### src/rtl/rtc_cal_pkg.sv
package rtc_cal_pkg;
  localparam int RegW = 32;

  localparam int OffStatus    = 8'h08;
  localparam int OffDivider   = 8'h0C;
  localparam int OffTime      = 8'h10;
  localparam int OffDate      = 8'h14;
  localparam int OffAlarmTime = 8'h18;
  localparam int OffAlarmDate = 8'h1C;

  localparam int BitAlarmFlag = 0;
  localparam int BitHzFlag    = 1;
  localparam int BitAlarmEn   = 2;
  localparam int BitHzEn      = 3;
  localparam int BitPairFlag  = 4;
  localparam int BitPairEn    = 5;

  localparam logic [RegW-1:0] TimeMask = 32'h0001_FFFF;
  localparam logic [RegW-1:0] DateMask = 32'h001F_FFFF;

  typedef struct packed {
    logic loadTime;
    logic loadDate;
  } calStrobeT;
endpackage

### src/rtl/rtc_cal_datapath.sv
module rtc_cal_datapath
  import rtc_cal_pkg::*;
#(
  parameter int DivW       = 16,
  parameter int YearW      = 12,
  parameter int ResetYear  = 2000,
  parameter int DefaultDiv = 32767
) (
  input  logic            clk,
  input  logic            rstN,
  input  logic            tick,
  input  calStrobeT       strobe,
  input  logic [RegW-1:0] wrData,
  input  logic [DivW-1:0] divCount,
  input  logic [RegW-1:0] alarmTime,
  input  logic [RegW-1:0] alarmDate,
  output logic            secTick,
  output logic            timeHit,
  output logic            pairHit,
  output logic [RegW-1:0] timeWord,
  output logic [RegW-1:0] dateWord
);
  localparam int DatePad = RegW - 9 - YearW;
  localparam int TimePad = RegW - 17;

  logic [DivW-1:0]  divCnt;
  logic [DivW-1:0]  divLimit;
  logic [5:0]       secR, minR;
  logic [4:0]       hourR, dayR;
  logic [3:0]       monR;
  logic [YearW-1:0] yearR;

  logic [5:0]       secN, minN;
  logic [4:0]       hourN, dayN;
  logic [3:0]       monN;
  logic [YearW-1:0] yearN;
  logic [4:0]       monthLen;
  logic             isLeap;
  logic             anyLoad;
  logic [RegW-1:0]  timeNext, dateNext;
  logic             unusedBits;

  assign unusedBits = ^wrData[RegW-1:9+YearW];
  assign anyLoad    = strobe.loadTime | strobe.loadDate;
  assign divLimit   = (divCount == '0) ? DivW'(DefaultDiv) : divCount;
  assign secTick    = tick && (divCnt >= divLimit) && !anyLoad;

  always_ff @(posedge clk or negedge rstN) begin
    if (!rstN) divCnt <= '0;
    else if (anyLoad) divCnt <= '0;
    else if (tick) divCnt <= (divCnt >= divLimit) ? '0 : divCnt + 1'b1;
  end

  always_comb begin
    int yearI;
    yearI  = int'(yearR);
    isLeap = ((yearI % 4) == 0) && (((yearI % 100) != 0) || ((yearI % 400) == 0));
    case (monR)
      4'd2:                      monthLen = isLeap ? 5'd29 : 5'd28;
      4'd4, 4'd6, 4'd9, 4'd11:   monthLen = 5'd30;
      default:                   monthLen = 5'd31;
    endcase
  end

  always_comb begin
    secN  = secR;
    minN  = minR;
    hourN = hourR;
    dayN  = dayR;
    monN  = monR;
    yearN = yearR;
    if (secR == 6'd59) begin
      secN = '0;
      if (minR == 6'd59) begin
        minN = '0;
        if (hourR == 5'd23) begin
          hourN = '0;
          if (dayR >= monthLen) begin
            dayN = 5'd1;
            if (monR >= 4'd12) begin
              monN  = 4'd1;
              yearN = yearR + 1'b1;
            end else begin
              monN = monR + 1'b1;
            end
          end else begin
            dayN = dayR + 1'b1;
          end
        end else begin
          hourN = hourR + 1'b1;
        end
      end else begin
        minN = minR + 1'b1;
      end
    end else begin
      secN = secR + 1'b1;
    end
  end

  assign timeNext = {{TimePad{1'b0}}, hourN, minN, secN};
  assign dateNext = {{DatePad{1'b0}}, yearN, monN, dayN};
  assign timeWord = {{TimePad{1'b0}}, hourR, minR, secR};
  assign dateWord = {{DatePad{1'b0}}, yearR, monR, dayR};
  assign timeHit  = secTick && (timeNext == alarmTime);
  assign pairHit  = timeHit && (dateNext == alarmDate);

  always_ff @(posedge clk or negedge rstN) begin
    if (!rstN) begin
      secR  <= '0;
      minR  <= '0;
      hourR <= '0;
      dayR  <= 5'd1;
      monR  <= 4'd1;
      yearR <= YearW'(ResetYear);
    end else begin
      if (strobe.loadTime) begin
        secR  <= wrData[5:0];
        minR  <= wrData[11:6];
        hourR <= wrData[16:12];
      end
      if (strobe.loadDate) begin
        dayR  <= wrData[4:0];
        monR  <= wrData[8:5];
        yearR <= wrData[9 +: YearW];
      end
      if (secTick) begin
        secR  <= secN;
        minR  <= minN;
        hourR <= hourN;
        dayR  <= dayN;
        monR  <= monN;
        yearR <= yearN;
      end
    end
  end

  // counters stay inside their ranges
  a_r5_time_ranges: assert property (@(posedge clk) disable iff (!rstN)
    (secR < 6'd60) && (minR < 6'd60) && (hourR < 5'd24));

  // a load restarts the divider, so no tick can follow right after it
  a_r4_no_tick_after_load: assert property (@(posedge clk) disable iff (!rstN)
    anyLoad |=> !secTick);

  // every second tick moves the seconds field
  a_r5_tick_moves_seconds: assert property (@(posedge clk) disable iff (!rstN)
    secTick |=> (secR != $past(secR)));
endmodule

### src/rtl/rtc_cal_ctrl.sv
module rtc_cal_ctrl
  import rtc_cal_pkg::*;
#(
  parameter int AddrW = 8,
  parameter int DivW  = 16
) (
  input  logic             clk,
  input  logic             rstN,
  input  logic             wrEn,
  input  logic [AddrW-1:0] addr,
  input  logic [RegW-1:0]  wrData,
  input  logic             secTick,
  input  logic             timeHit,
  input  logic             pairHit,
  input  logic [RegW-1:0]  timeWord,
  input  logic [RegW-1:0]  dateWord,
  output calStrobeT        strobe,
  output logic [DivW-1:0]  divCount,
  output logic [RegW-1:0]  alarmTime,
  output logic [RegW-1:0]  alarmDate,
  output logic [RegW-1:0]  rdData,
  output logic             irq
);
  logic selStatus, selDiv, selTime, selDate, selAlT, selAlD;
  logic wrStatus;
  logic [RegW-1:0] divTrimR;
  logic alarmFlag, hzFlag, pairFlag, alarmEn, hzEn, pairEn;
  logic [RegW-1:0] statusWord;

  assign selStatus = (addr == AddrW'(OffStatus));
  assign selDiv    = (addr == AddrW'(OffDivider));
  assign selTime   = (addr == AddrW'(OffTime));
  assign selDate   = (addr == AddrW'(OffDate));
  assign selAlT    = (addr == AddrW'(OffAlarmTime));
  assign selAlD    = (addr == AddrW'(OffAlarmDate));
  assign wrStatus  = wrEn && selStatus;

  assign strobe.loadTime = wrEn && selTime;
  assign strobe.loadDate = wrEn && selDate;
  assign divCount        = divTrimR[DivW-1:0];

  always_ff @(posedge clk or negedge rstN) begin
    if (!rstN) begin
      divTrimR  <= '0;
      alarmTime <= '0;
      alarmDate <= '0;
    end else if (wrEn) begin
      if (selDiv) divTrimR  <= wrData;
      if (selAlT) alarmTime <= wrData & TimeMask;
      if (selAlD) alarmDate <= wrData & DateMask;
    end
  end

  always_ff @(posedge clk or negedge rstN) begin
    if (!rstN) begin
      alarmFlag <= 1'b0;
      hzFlag    <= 1'b0;
      pairFlag  <= 1'b0;
      alarmEn   <= 1'b0;
      hzEn      <= 1'b0;
      pairEn    <= 1'b0;
    end else begin
      alarmFlag <= timeHit | (alarmFlag & ~(wrStatus & wrData[BitAlarmFlag]));
      hzFlag    <= secTick | (hzFlag & ~(wrStatus & wrData[BitHzFlag]));
      pairFlag  <= pairHit | (pairFlag & ~(wrStatus & wrData[BitPairFlag]));
      if (wrStatus) begin
        alarmEn <= wrData[BitAlarmEn];
        hzEn    <= wrData[BitHzEn];
        pairEn  <= wrData[BitPairEn];
      end
    end
  end

  always_comb begin
    statusWord = '0;
    statusWord[BitAlarmFlag] = alarmFlag;
    statusWord[BitHzFlag]    = hzFlag;
    statusWord[BitAlarmEn]   = alarmEn;
    statusWord[BitHzEn]      = hzEn;
    statusWord[BitPairFlag]  = pairFlag;
    statusWord[BitPairEn]    = pairEn;
  end

  always_comb begin
    rdData = '0;
    if (selStatus) rdData = statusWord;
    if (selDiv)    rdData = divTrimR;
    if (selTime)   rdData = timeWord;
    if (selDate)   rdData = dateWord;
    if (selAlT)    rdData = alarmTime;
    if (selAlD)    rdData = alarmDate;
  end

  assign irq = (alarmFlag & alarmEn) | (hzFlag & hzEn) | (pairFlag & pairEn);

  // the once-per-second flag only rises after a second tick
  a_r7_hz_after_tick: assert property (@(posedge clk) disable iff (!rstN)
    $rose(hzFlag) |-> $past(secTick));

  // writing 1 clears the alarm flag when no match arrives
  a_r9_w1c_clears: assert property (@(posedge clk) disable iff (!rstN)
    (wrStatus && wrData[BitAlarmFlag] && !timeHit) |=> !alarmFlag);

  // without a write-1 the alarm flag holds
  a_r9_flag_holds: assert property (@(posedge clk) disable iff (!rstN)
    (alarmFlag && !(wrStatus && wrData[BitAlarmFlag])) |=> alarmFlag);

  // an enabled pair flag keeps irq high
  a_r10_pair_irq: assert property (@(posedge clk) disable iff (!rstN)
    (pairFlag && pairEn) |-> irq);

  // a pair match is always accompanied by a time match
  a_r8_pair_implies_time: assert property (@(posedge clk) disable iff (!rstN)
    $rose(pairFlag) |-> alarmFlag);
endmodule

### src/rtl/rtc_calendar_core.sv
module rtc_calendar_core
  import rtc_cal_pkg::*;
#(
  parameter int AddrW     = 8,
  parameter int DivW      = 16,
  parameter int YearW     = 12,
  parameter int ResetYear = 2000
) (
  input  logic             clk,
  input  logic             rstN,
  input  logic             tick32k,
  input  logic             wrEn,
  input  logic [AddrW-1:0] addr,
  input  logic [RegW-1:0]  wrData,
  output logic [RegW-1:0]  rdData,
  output logic             irq
);
  calStrobeT       strobe;
  logic [DivW-1:0] divCount;
  logic [RegW-1:0] alarmTime, alarmDate, timeWord, dateWord;
  logic            secTick, timeHit, pairHit;

  rtc_cal_ctrl #(.AddrW(AddrW), .DivW(DivW)) ctrl_i (
    .clk(clk), .rstN(rstN), .wrEn(wrEn), .addr(addr), .wrData(wrData),
    .secTick(secTick), .timeHit(timeHit), .pairHit(pairHit),
    .timeWord(timeWord), .dateWord(dateWord), .strobe(strobe),
    .divCount(divCount), .alarmTime(alarmTime), .alarmDate(alarmDate),
    .rdData(rdData), .irq(irq)
  );

  rtc_cal_datapath #(.DivW(DivW), .YearW(YearW), .ResetYear(ResetYear)) dp_i (
    .clk(clk), .rstN(rstN), .tick(tick32k), .strobe(strobe), .wrData(wrData),
    .divCount(divCount), .alarmTime(alarmTime), .alarmDate(alarmDate),
    .secTick(secTick), .timeHit(timeHit), .pairHit(pairHit),
    .timeWord(timeWord), .dateWord(dateWord)
  );
endmodule

### config.mk
export PLATFORM = sky130hd
export DESIGN_NAME = rtc_calendar_core
export DESIGN_NICKNAME = d
export VERILOG_FILES = /design/src/rtl/rtc_cal_pkg.sv /design/src/rtl/rtc_cal_datapath.sv /design/src/rtl/rtc_cal_ctrl.sv /design/src/rtl/rtc_calendar_core.sv
export SDC_FILE = /design/constraint.sdc
export NUM_CORES = 1
export LEC_CHECK = 0
export BUFFER_PORTS_ARGS = -buffer_cell sky130_fd_sc_hd__buf_2
export CAP_MARGIN = 15
export CORE_MARGIN = 3
export CORE_UTILIZATION = 60
export CTS_CLUSTER_DIAMETER = 50
export CTS_CLUSTER_SIZE = 16
export DETAILED_ROUTE_END_ITERATION = 8
export PLACE_DENSITY_LB_ADDON = 0.3
export SYNTH_ARGS = -nofsm -noshare
export SYNTH_HDL_FRONTEND = slang
export SYNTH_SLANG_ARGS = --single-unit
### constraint.sdc
create_clock -name clk -period 9.2 [get_ports clk]
set_clock_uncertainty 0.2 [all_clocks]
set_input_delay 1.84 -clock clk [delete_from_list [all_inputs] [get_ports clk]]
set_output_delay 1.84 -clock clk [all_outputs]
set_load 0.01 [all_outputs]
==> results.toml, run 1 <==
[critical_path]
crit_top_cell = "nor3_1"
start_kind = "flop"
reg2regPathDepth = 30
cp-startpoint = "dp_i.yearR[8]$_DFFE_PN1P_"
end_kind = "flop"
rr_startpoint = "dp_i.yearR[8]$_DFFE_PN1P_"
reg2reg_to = "ctrl_i.pairFlag$_DFF_PN0_"
crit_path_max_incr_delay_ns = 0.62
slowest_stage = "a311oi_4"
arrival_ns = 8.56
critPathKind = "reg -> reg"
required_ns = 9.34
r2r_slack_ns = 0.77
cp_max_fo = 16

[logic_synthesis]
synth_edf_count = 0
syn_inst = 1114
synth_commonest_cells = "122 x dfrtp_1, 119 x nor2_1, 79 x mux2_2"
syn_area_sq_um = 9790
synth_top_area_share_pct = 31.2
syn_nets = 1188
yosysMostFrequentCell = "dfrtp_1"
syn_area_per_cell_sq_um = 8.79
synth_top_area_cell = "dfrtp_1"
yosysWarningCount = 0
synth_top_flop_cell = "dfrtp_1"
async_flop_share_pct = 100
ys_seq_elements = 130
ys_seq_area_share_pct = 33.3
synth_cell_types = 88
synth.area.top_cells = "dfrtp_1 31%, mux2_2 9.1%, nor2_1 4.6%"

[sta]
post-route-period-util_pct = 91.6
setup_slack_ns = 0.771
fin_tns_setup_ns = 0
setup-violations-final = 0
min_period_ns = 8.43
max_freq_mhz = 119
report.final.slew_viol_count = 0
tightest_slew_ns = 1.08
max-slew-margin-rel_pct = 28.1
rsz0062_at_grt = "no"
final_hold_viol_count = 0

[placement]
dp_slack_ns = 0.712
dp_cells = 1340
dp_hpwl_um = 19200
numPortBuffers = 76
place_congestion = 0.909

[clock_tree]
clock-sinks = 130
clockBufferDepth = 2
cts_tree = "done"
cts_resized = 0
cts_setup_buffers = 0
clk_pin_slew_ns = 0.07
cts_buffers = 17
cts_max_level = 4
clkLatencyLatePin_ns = 0.42
hold_buffers = 0
root_buffer = "clkbuf_16"

[drt]
vias = 9028
vias_per_cell = 6.58
dr.first_iter.drc_count = 993
dr.pass1.iters = 6
wl_met3_um = 2510
met2_wirelength_um = 12700
totalWireLength_um = 28000
highest_layer = "met4"
met1_length_um = 11600
wl_per_cell_um = 20.4
ant_nets = 0
drc = 0

[power_and_ir_drop]
power.density_nw_per_um2 = 249
netSwitchingFraction_pct = 43.2
leakage_nw = 4.92
p_comb_share_pct = 46.5
clockPowerShare_pct = 24.5
ir_drop_mv = 0.157
p_sw_mw = 1.16
seqPwrFrac_pct = 29.0
internal_power_mw = 1.53

[floorplanning]
core-area_sq_um = 15900
die_h_um = 134
rows = 46
fp.dieArea_sq_um = 17900
pin_count = 77
fp.dieW_um = 134
start_util_pct = 61.4

[hold_path]
hp-start = "ctrl_i.divTrimR[25]$_DFFE_PN0P_"
hp-class = "reg -> reg"
whs_endpoint = "ctrl_i.divTrimR[25]$_DFFE_PN0P_"
min_path_cells = 1

[final_layout]
nNetsFinal = 1217
antennaDiodeCount = 0
drive_above_1_share_pct = 20.2
fin_cells = 1372
syn_to_final_growth_pct = 10.5

[global_routing]
overflow = 0
grt_max_degree = 79
grt_first_pass_wirelength_um = 44700
grt_pass1_vias = 8405
grt_usage_pct = 31.3
antenna_found_initial = 0

[job]
cap_violations = 0

[status]
status = "complete, no violations"
## per-stage QoR
step	utilization, %	hold slack, ns	total power, mW	area (sq um)
floorplan	-	0.259	1.75	9790
global placement	64.2	0.278	1.95	10200
detailed placement	64.2	0.285	1.98	10200
CTS	67.7	0.300	2.65	10800
global route	67.8	0.308	2.86	10800
finish	67.8	0.296	2.69	10800
## critical path: cells and delay by family, from the launching register on
family	cells	cell delay, ns
mux	1	0.25
xor+xnor	3	0.63
buf+inv	1	0.09
simple gates	10	2.63
compound gates	13	3.59
flops	1	0.47
fa+ha+maj	2	0.47
## layout by cell type (no fill, tap or decap), types with 5 or more instances in the layout
cell	instances
a221oi_1	9
nor4_1	12
inv_1	39
o21ai_0	69
nor3_1	19
inv_8	5
nand2_1	71
xnor2_1	41
and3_1	24
xor2_1	23
buf_4	12
a311oi_1	7
mux2_2	79
nand4_1	16
dfstp_2	8
a31oi_1	11
mux2i_1	41
a211oi_1	13
dfrtp_1	122
and2_1	21
o211ai_1	19
buf_2	75
nor2b_1	7
ha_1	30
clkbuf_16	17
a22oi_1	16
or3_1	6
nor2_1	119
nand3_1	26
o21a_1	13
a222oi_1	5
a21o_1	13
a21oi_1	55
## area by class of cell
cell class | instances | area [sq um]
Clock buffer | 17 | 425
Clock inverter | 15 | 144
Fill cell | 1296 | 5130
Inverter | 40 | 150
Multi-Input combinational cell | 866 | 6090
Sequential cell | 130 | 3260
Tap cell | 216 | 270
Timing Repair Buffer | 88 | 477
## power by group through the flow
stage / clock network [mW] / registers (mW) / logic (mW)
floorplan: 0 / 0.702 / 1.05
global placement: 0 / 0.779 / 1.17
detailed placement: 0 / 0.782 / 1.20
finish: 0.659 / 0.780 / 1.25
CTS: 0.663 / 0.775 / 1.22
global route: 0.689 / 0.793 / 1.38
## layer usage
metal	track usage [%]	up-vias
met5	0	-
met1	43.2	4342
li1	-	4159
met2	48.1	450
met3	6.08	77
met4	13.8	0
## state kept, by name (all words and copies together) (netlist names), 6 cells and up
register and count:
ctrl_i.divTrimR 32, ctrl_i.alarmDate 21, ctrl_i.alarmTime 17, dp_i.divCnt 16, dp_i.yearR 12, dp_i.minR 6, dp_i.secR 6
## worst max-delay path by stage
stage	endpoint	slack (ns)
6_report	ctrl_i.pairFlag$_DFF_PN0_	0.77
5_1_grt	ctrl_i.pairFlag$_DFF_PN0_	0.17
4_1_cts	ctrl_i.pairFlag$_DFF_PN0_	0.64
3_5_place_dp	ctrl_i.pairFlag$_DFF_PN0_	0.71
3_3_place_gp	ctrl_i.pairFlag$_DFF_PN0_	0.99
2_1_floorplan	ctrl_i.pairFlag$_DFF_PN0_	2.06
## kinds of logic (layout without fill, tap and decap cells)
family                     count (synthesis)  after routing  synth area share, %
adders and majority gates                 32             32                 4.04
xor gates and xnor gates                  64             64                 5.73
DFF                                      130            130                 33.3
AOI/OAI and AO/OA                        293            293                 20.8
muxes                                    121            121                 13.4
buffers and inverters                    118            160                 4.87
and+or+nand+nor                          356            356                 17.8
No activity file was read; power rests on OpenSTA's default activity.
==> inputs of run 2 (changes only) <==
Settings changed: ABC_CLOCK_PERIOD_IN_PS from default to 9200, CORE_ASPECT_RATIO from default to 0.6.
==> run 2 against run 1 <==
Compared with the run above:
- non-clock buffer count shrank 1
- clock-buffer cell count is 1 higher
- flip-flop and latch count stayed put
- wire length is 3.4% higher
- critical endpoint unchanged
- combinational power about the same
- cell area hardly changed
==> results.toml, run 2 (synthesis gave the netlist of run 1 again) <==
[critical_path]
cp_max_fo = 16
reg2regPathDepth = 30
r2r_slack_ns = 0.75
arrival_ns = 8.58
rr_startpoint = "dp_i.yearR[8]$_DFFE_PN1P_"
critPathKind = "reg -> reg"
required_ns = 9.33
crit_path_max_incr_delay_ns = 0.61
reg2reg_to = "ctrl_i.pairFlag$_DFF_PN0_"
slowest_stage = "a311oi_4"
start_kind = "flop"
end_kind = "flop"
crit_top_cell = "and3_1"

[power_and_ir_drop]
seqPwrFrac_pct = 28.7
p_comb_share_pct = 46.9
power_mw = 2.71
p_sw_mw = 1.17
leakage_nw = 4.91
clockPowerShare_pct = 24.4
netSwitchingFraction_pct = 43.1
power.density_nw_per_um2 = 251
internal_power_mw = 1.55
ir_drop_mv = 0.210

[clock_tree]
cts_resized = 0
hold_buffers = 0
root_buffer = "clkbuf_16"
cts_tree = "done"
clk_pin_slew_ns = 0.06
clkLatencyLatePin_ns = 0.43
clockBufferDepth = 2
clock-sinks = 130
cts_buffers = 17
cts_setup_buffers = 0
cts_max_level = 4

[drt]
dr.first_iter.drc_count = 1215
vias_per_cell = 6.71
drc = 0
vias = 9116
totalWireLength_um = 28900
ant_nets = 0
wl_per_cell_um = 21.3
dr.pass1.iters = 6

[hold_path]
hp-class = "reg -> reg"
whs_endpoint = "ctrl_i.divTrimR[22]$_DFFE_PN0P_"
min_path_cells = 1
hp-start = "ctrl_i.divTrimR[22]$_DFFE_PN0P_"

[floorplanning]
core-area_sq_um = 15700
fp.dieArea_sq_um = 17900
rows = 35
fp.dieW_um = 171
start_util_pct = 62.5
pin_count = 77
die_h_um = 105

[final_layout]
seqCellArea_sq_um = 3260
final_common_cell = "dfrtp_1"
syn_to_final_growth_pct = 10.4
reg_top3 = "ctrl_i.divTrimR: 32 flops, ctrl_i.alarmDate: 21 flops, ctrl_i.alarmTime: 17 flops"
largest_register_ffs = 32
drive_above_1_share_pct = 20.1
fin_cells = 1358
final_core_util_pct = 68.9
top_register = "ctrl_i.divTrimR"
final_cell_mix = "122 x dfrtp_1, 118 x nor2_1, 79 x mux2_2"
nFillCells = 1245
final_cell_area_sq_um = 10800
antennaDiodeCount = 0
multi_input_area_sq_um = 6090
nNetsFinal = 1216

[job]
cap_violations = 0

[global_routing]
grt_pass1_vias = 8403
grt_usage_pct = 32.3
overflow = 0
grt_first_pass_wirelength_um = 46200
grt_max_degree = 84
antenna_found_initial = 0

[placement]
numPortBuffers = 76
post_dp_cell_area_sq_um = 10200
dp_cells = 1325
dp_slack_ns = 0.715
place_congestion = 0.940
dp_hpwl_um = 20400

[sta]
setup-violations-final = 0
fin_tns_setup_ns = 0
setup_slack_ns = 0.748
tightest_slew_ns = 1.06
max-slew-margin-rel_pct = 29.0
report.final.slew_viol_count = 0
final_hold_viol_count = 0
timing.hold.ws_ns = 0.295
rsz0062_at_grt = "no"
post-route-period-util_pct = 91.9
min_period_ns = 8.45
max_freq_mhz = 118

[status]
status = "complete, no violations"
[run 2: layer usage]
metal / part of all wire [%] / global-route usage, % / vias to the layer above / wire length [um]
met2: 40 / 43.5 / 557 / 11600
met3: 12 / 8.28 / 61 / 3460
met5: 0 / 0 / - / 0
met1: 46 / 51.2 / 4366 / 13300
li1: - / - / 4132 / -
met4: 1.8 / 7.46 / 0 / 512
[run 2: worst max path at each step]
stage	from	end	slack [ns]
2_1_floorplan	dp_i.yearR[7]$_DFFE_PN1P_	ctrl_i.pairFlag$_DFF_PN0_	2.06
3_3_place_gp	dp_i.yearR[8]$_DFFE_PN1P_	ctrl_i.pairFlag$_DFF_PN0_	1.13
3_5_place_dp	dp_i.yearR[8]$_DFFE_PN1P_	ctrl_i.pairFlag$_DFF_PN0_	0.72
4_1_cts	dp_i.yearR[8]$_DFFE_PN1P_	ctrl_i.pairFlag$_DFF_PN0_	0.59
5_1_grt	dp_i.yearR[8]$_DFFE_PN1P_	ctrl_i.pairFlag$_DFF_PN0_	0.08
6_report	dp_i.yearR[8]$_DFFE_PN1P_	ctrl_i.pairFlag$_DFF_PN0_	0.75
[run 2: layout make-up]
class / count / area share (%)
clock buffer: 18 / 3.97
clock inverter: 14 / 1.22
inverter: 40 / 1.39
multi-input combinational: 866 / 56.4
sequential: 130 / 30.2
tap: 203 / 2.35
timing repair buffer: 87 / 4.53
[run 2: worst max-delay path, delay by kind of cell, from the launching register on]
family	cells	cell delay (ns)
AO/OA/AOI/OAI	13	3.45
AND/OR/NAND/NOR	11	3.03
flip-flops	1	0.47
adder cells (fa/ha/maj)	2	0.44
XOR/XNOR	2	0.39
multiplexers	1	0.26
buffers and inverters	1	0.09
[run 2: power groups by stage]
stage | logic [mW] | clock network, mW | registers [mW]
after detailed placement | 1.22 | 0 | 0.782
after floorplan | 1.05 | 0 | 0.702
after CTS | 1.22 | 0.660 | 0.773
final | 1.27 | 0.662 | 0.780
after global routing | 1.40 | 0.693 | 0.792
after global placement | 1.18 | 0 | 0.778
==> inputs of run 3 (changes only) <==
Settings changed: CORE_MARGIN 3 to 8, GPL_TIMING_DRIVEN from default to 0.
==> run 3 against run 2 <==
Compared with the run above:
- total power grew 6.0%
- utilization rose by 0.47 points
- hold slack got worse by 0.0028 ns
- die area grew 16%
- wire length rose by 11%
- fmax decreased by 1.5%
- critical path type unchanged
- critical endpoint unchanged
- largest power group unchanged
==> results.toml, run 3 (synthesis gave the netlist of run 1 again) <==
[status]
status = "complete, no violations"

[critical_path]
r2r_slack_ns = 0.62
required_ns = 9.33
reg2regPathDepth = 33
rr_startpoint = "dp_i.yearR[7]$_DFFE_PN1P_"
cp_max_fo = 10
crit_path_max_incr_delay_ns = 0.43
end_kind = "flop"
crit_top_cell = "mux2i_1"
reg2reg_to = "ctrl_i.pairFlag$_DFF_PN0_"
slowest_stage = "mux2i_1"
start_kind = "flop"
arrival_ns = 8.71
critPathKind = "reg -> reg"

[drt]
wl_per_cell_um = 22.4
vias_per_cell = 6.82
drc = 0
dr.first_iter.drc_count = 1539
totalWireLength_um = 32100
dr.pass1.iters = 6
ant_nets = 0
vias = 9763

[floorplanning]
core-area_sq_um = 16100
fp.dieW_um = 181
fp.dieArea_sq_um = 20800
start_util_pct = 60.9
die_h_um = 115
pin_count = 77
rows = 36

[power_and_ir_drop]
internal_power_mw = 1.69
p_sw_mw = 1.18
seqPwrFrac_pct = 25.0
p_comb_share_pct = 48.5
clockPowerShare_pct = 26.5
netSwitchingFraction_pct = 41.2
leakage_nw = 5.06
power.density_nw_per_um2 = 258
ir_drop_mv = 0.181

[sta]
fin_tns_setup_ns = 0
rsz0062_at_grt = "no"
tightest_slew_ns = 1.22
setup-violations-final = 0
final_hold_viol_count = 0
max_freq_mhz = 117
min_period_ns = 8.58
post-route-period-util_pct = 93.2
report.final.slew_viol_count = 0
max-slew-margin-rel_pct = 18.0
timing.hold.ws_ns = 0.293
setup_slack_ns = 0.622

[placement]
numPortBuffers = 74
dp_hpwl_um = 23700
dp_slack_ns = 0.534
dp_cells = 1398
post_dp_cell_area_sq_um = 10500
place_congestion = 0.992

[clock_tree]
clock-sinks = 130
cts_buffers = 17
cts_max_level = 4
cts_tree = "done"
root_buffer = "clkbuf_16"
clkLatencyLatePin_ns = 0.43
clockBufferDepth = 2
hold_buffers = 0
clk_pin_slew_ns = 0.06

[final_layout]
final_cell_area_sq_um = 11200
fin_cells = 1432
reg_top3 = "ctrl_i.divTrimR: 32 flops, ctrl_i.alarmDate: 21 flops, ctrl_i.alarmTime: 17 flops"
antennaDiodeCount = 0
final_cell_mix = "122 x dfrtp_1, 118 x nor2_1, 82 x buf_2"
drive_above_1_share_pct = 19.1
nNetsFinal = 1284
final_common_cell = "dfrtp_1"
largest_register_ffs = 32
top_register = "ctrl_i.divTrimR"
syn_to_final_growth_pct = 14.0

[global_routing]
antenna_found_initial = 2
grt_pass1_vias = 8960
overflow = 0
grt_first_pass_wirelength_um = 50100
grt_max_degree = 85
grt_usage_pct = 30.5

[hold_path]
hp-class = "reg -> reg"
hp-start = "ctrl_i.divTrimR[31]$_DFFE_PN0P_"
min_path_cells = 1
whs_endpoint = "ctrl_i.divTrimR[31]$_DFFE_PN0P_"

[job]
cap_violations = 0
-- run 3: cell types whose count changed in the layout (fill, tap and decap cells not counted), sizes merged --
cell and change:
inv -4, clkinvlp -2, bufinv +4, clkbuf +64, buf +6
-- run 3: per-layer routing --
layer | part of all wire, % | GRT usage, %
met1 | 45 | 45.0
met2 | 39 | 41.3
met3 | 15 | 11.5
met4 | 1.6 | 6.25
met5 | 0.084 | 0
-- run 3: critical path, delay by kind of cell (launching register included) --
kind                       cells  cell delay (ns)
and+or+nand+nor               11             2.94
AOI/OAI and AO/OA             11             2.62
buffers and inverters          5             0.91
muxes                          3             0.84
adders and majority gates      2             0.45
DFF                            1             0.36
xor gates and xnor gates       1             0.16
-- run 3: worst max-delay path by stage --
stage                               from                        end  depth (start not counted)
2_1_floorplan  dp_i.yearR[7]$_DFFE_PN1P_  ctrl_i.pairFlag$_DFF_PN0_                         32
3_3_place_gp   dp_i.yearR[7]$_DFFE_PN1P_  ctrl_i.pairFlag$_DFF_PN0_                         32
6_report       dp_i.yearR[7]$_DFFE_PN1P_  ctrl_i.pairFlag$_DFF_PN0_                         33
3_5_place_dp   dp_i.yearR[7]$_DFFE_PN1P_  ctrl_i.pairFlag$_DFF_PN0_                         32
4_1_cts        dp_i.yearR[7]$_DFFE_PN1P_  ctrl_i.pairFlag$_DFF_PN0_                         32
5_1_grt        dp_i.yearR[7]$_DFFE_PN1P_  ctrl_i.pairFlag$_DFF_PN0_                         33
-- run 3: power by group through the flow --
| stage | registers, mW | clock network (mW) | logic (mW) |
|---|---|---|---|
| floorplan | 0.702 | 0 | 1.05 |
| global placement | 0.723 | 0 | 1.30 |
| detailed placement | 0.725 | 0 | 1.33 |
| CTS | 0.716 | 0.761 | 1.35 |
| global route | 0.729 | 0.783 | 1.52 |
| finish | 0.720 | 0.763 | 1.39 |
-- run 3: metrics by stage --
step | util [%] | total power [mW]
2_1_floorplan | - | 1.75
3_3_place_gp | 64.8 | 2.03
3_5_place_dp | 65.0 | 2.06
4_1_cts | 69.1 | 2.82
5_1_grt | 69.4 | 3.03
6_report | 69.4 | 2.88
-- run 3: area by class of cell --
cell class                      instances  area [sq um]
Inverter                               40           150
Sequential cell                       130          3260
Tap cell                              209           262
Multi-Input combinational cell        866          6070
Timing Repair Buffer                   77           432
Clock inverter                         12           205
Clock buffer                           20           447
Buffer                                 78           327
Fill cell                            1291          4920
-- run 3: repair_timing --
item	in CTS	in global routing
setup endpoints to repair	0	1
buffers inserted	0	1
gates resized for setup	0	5
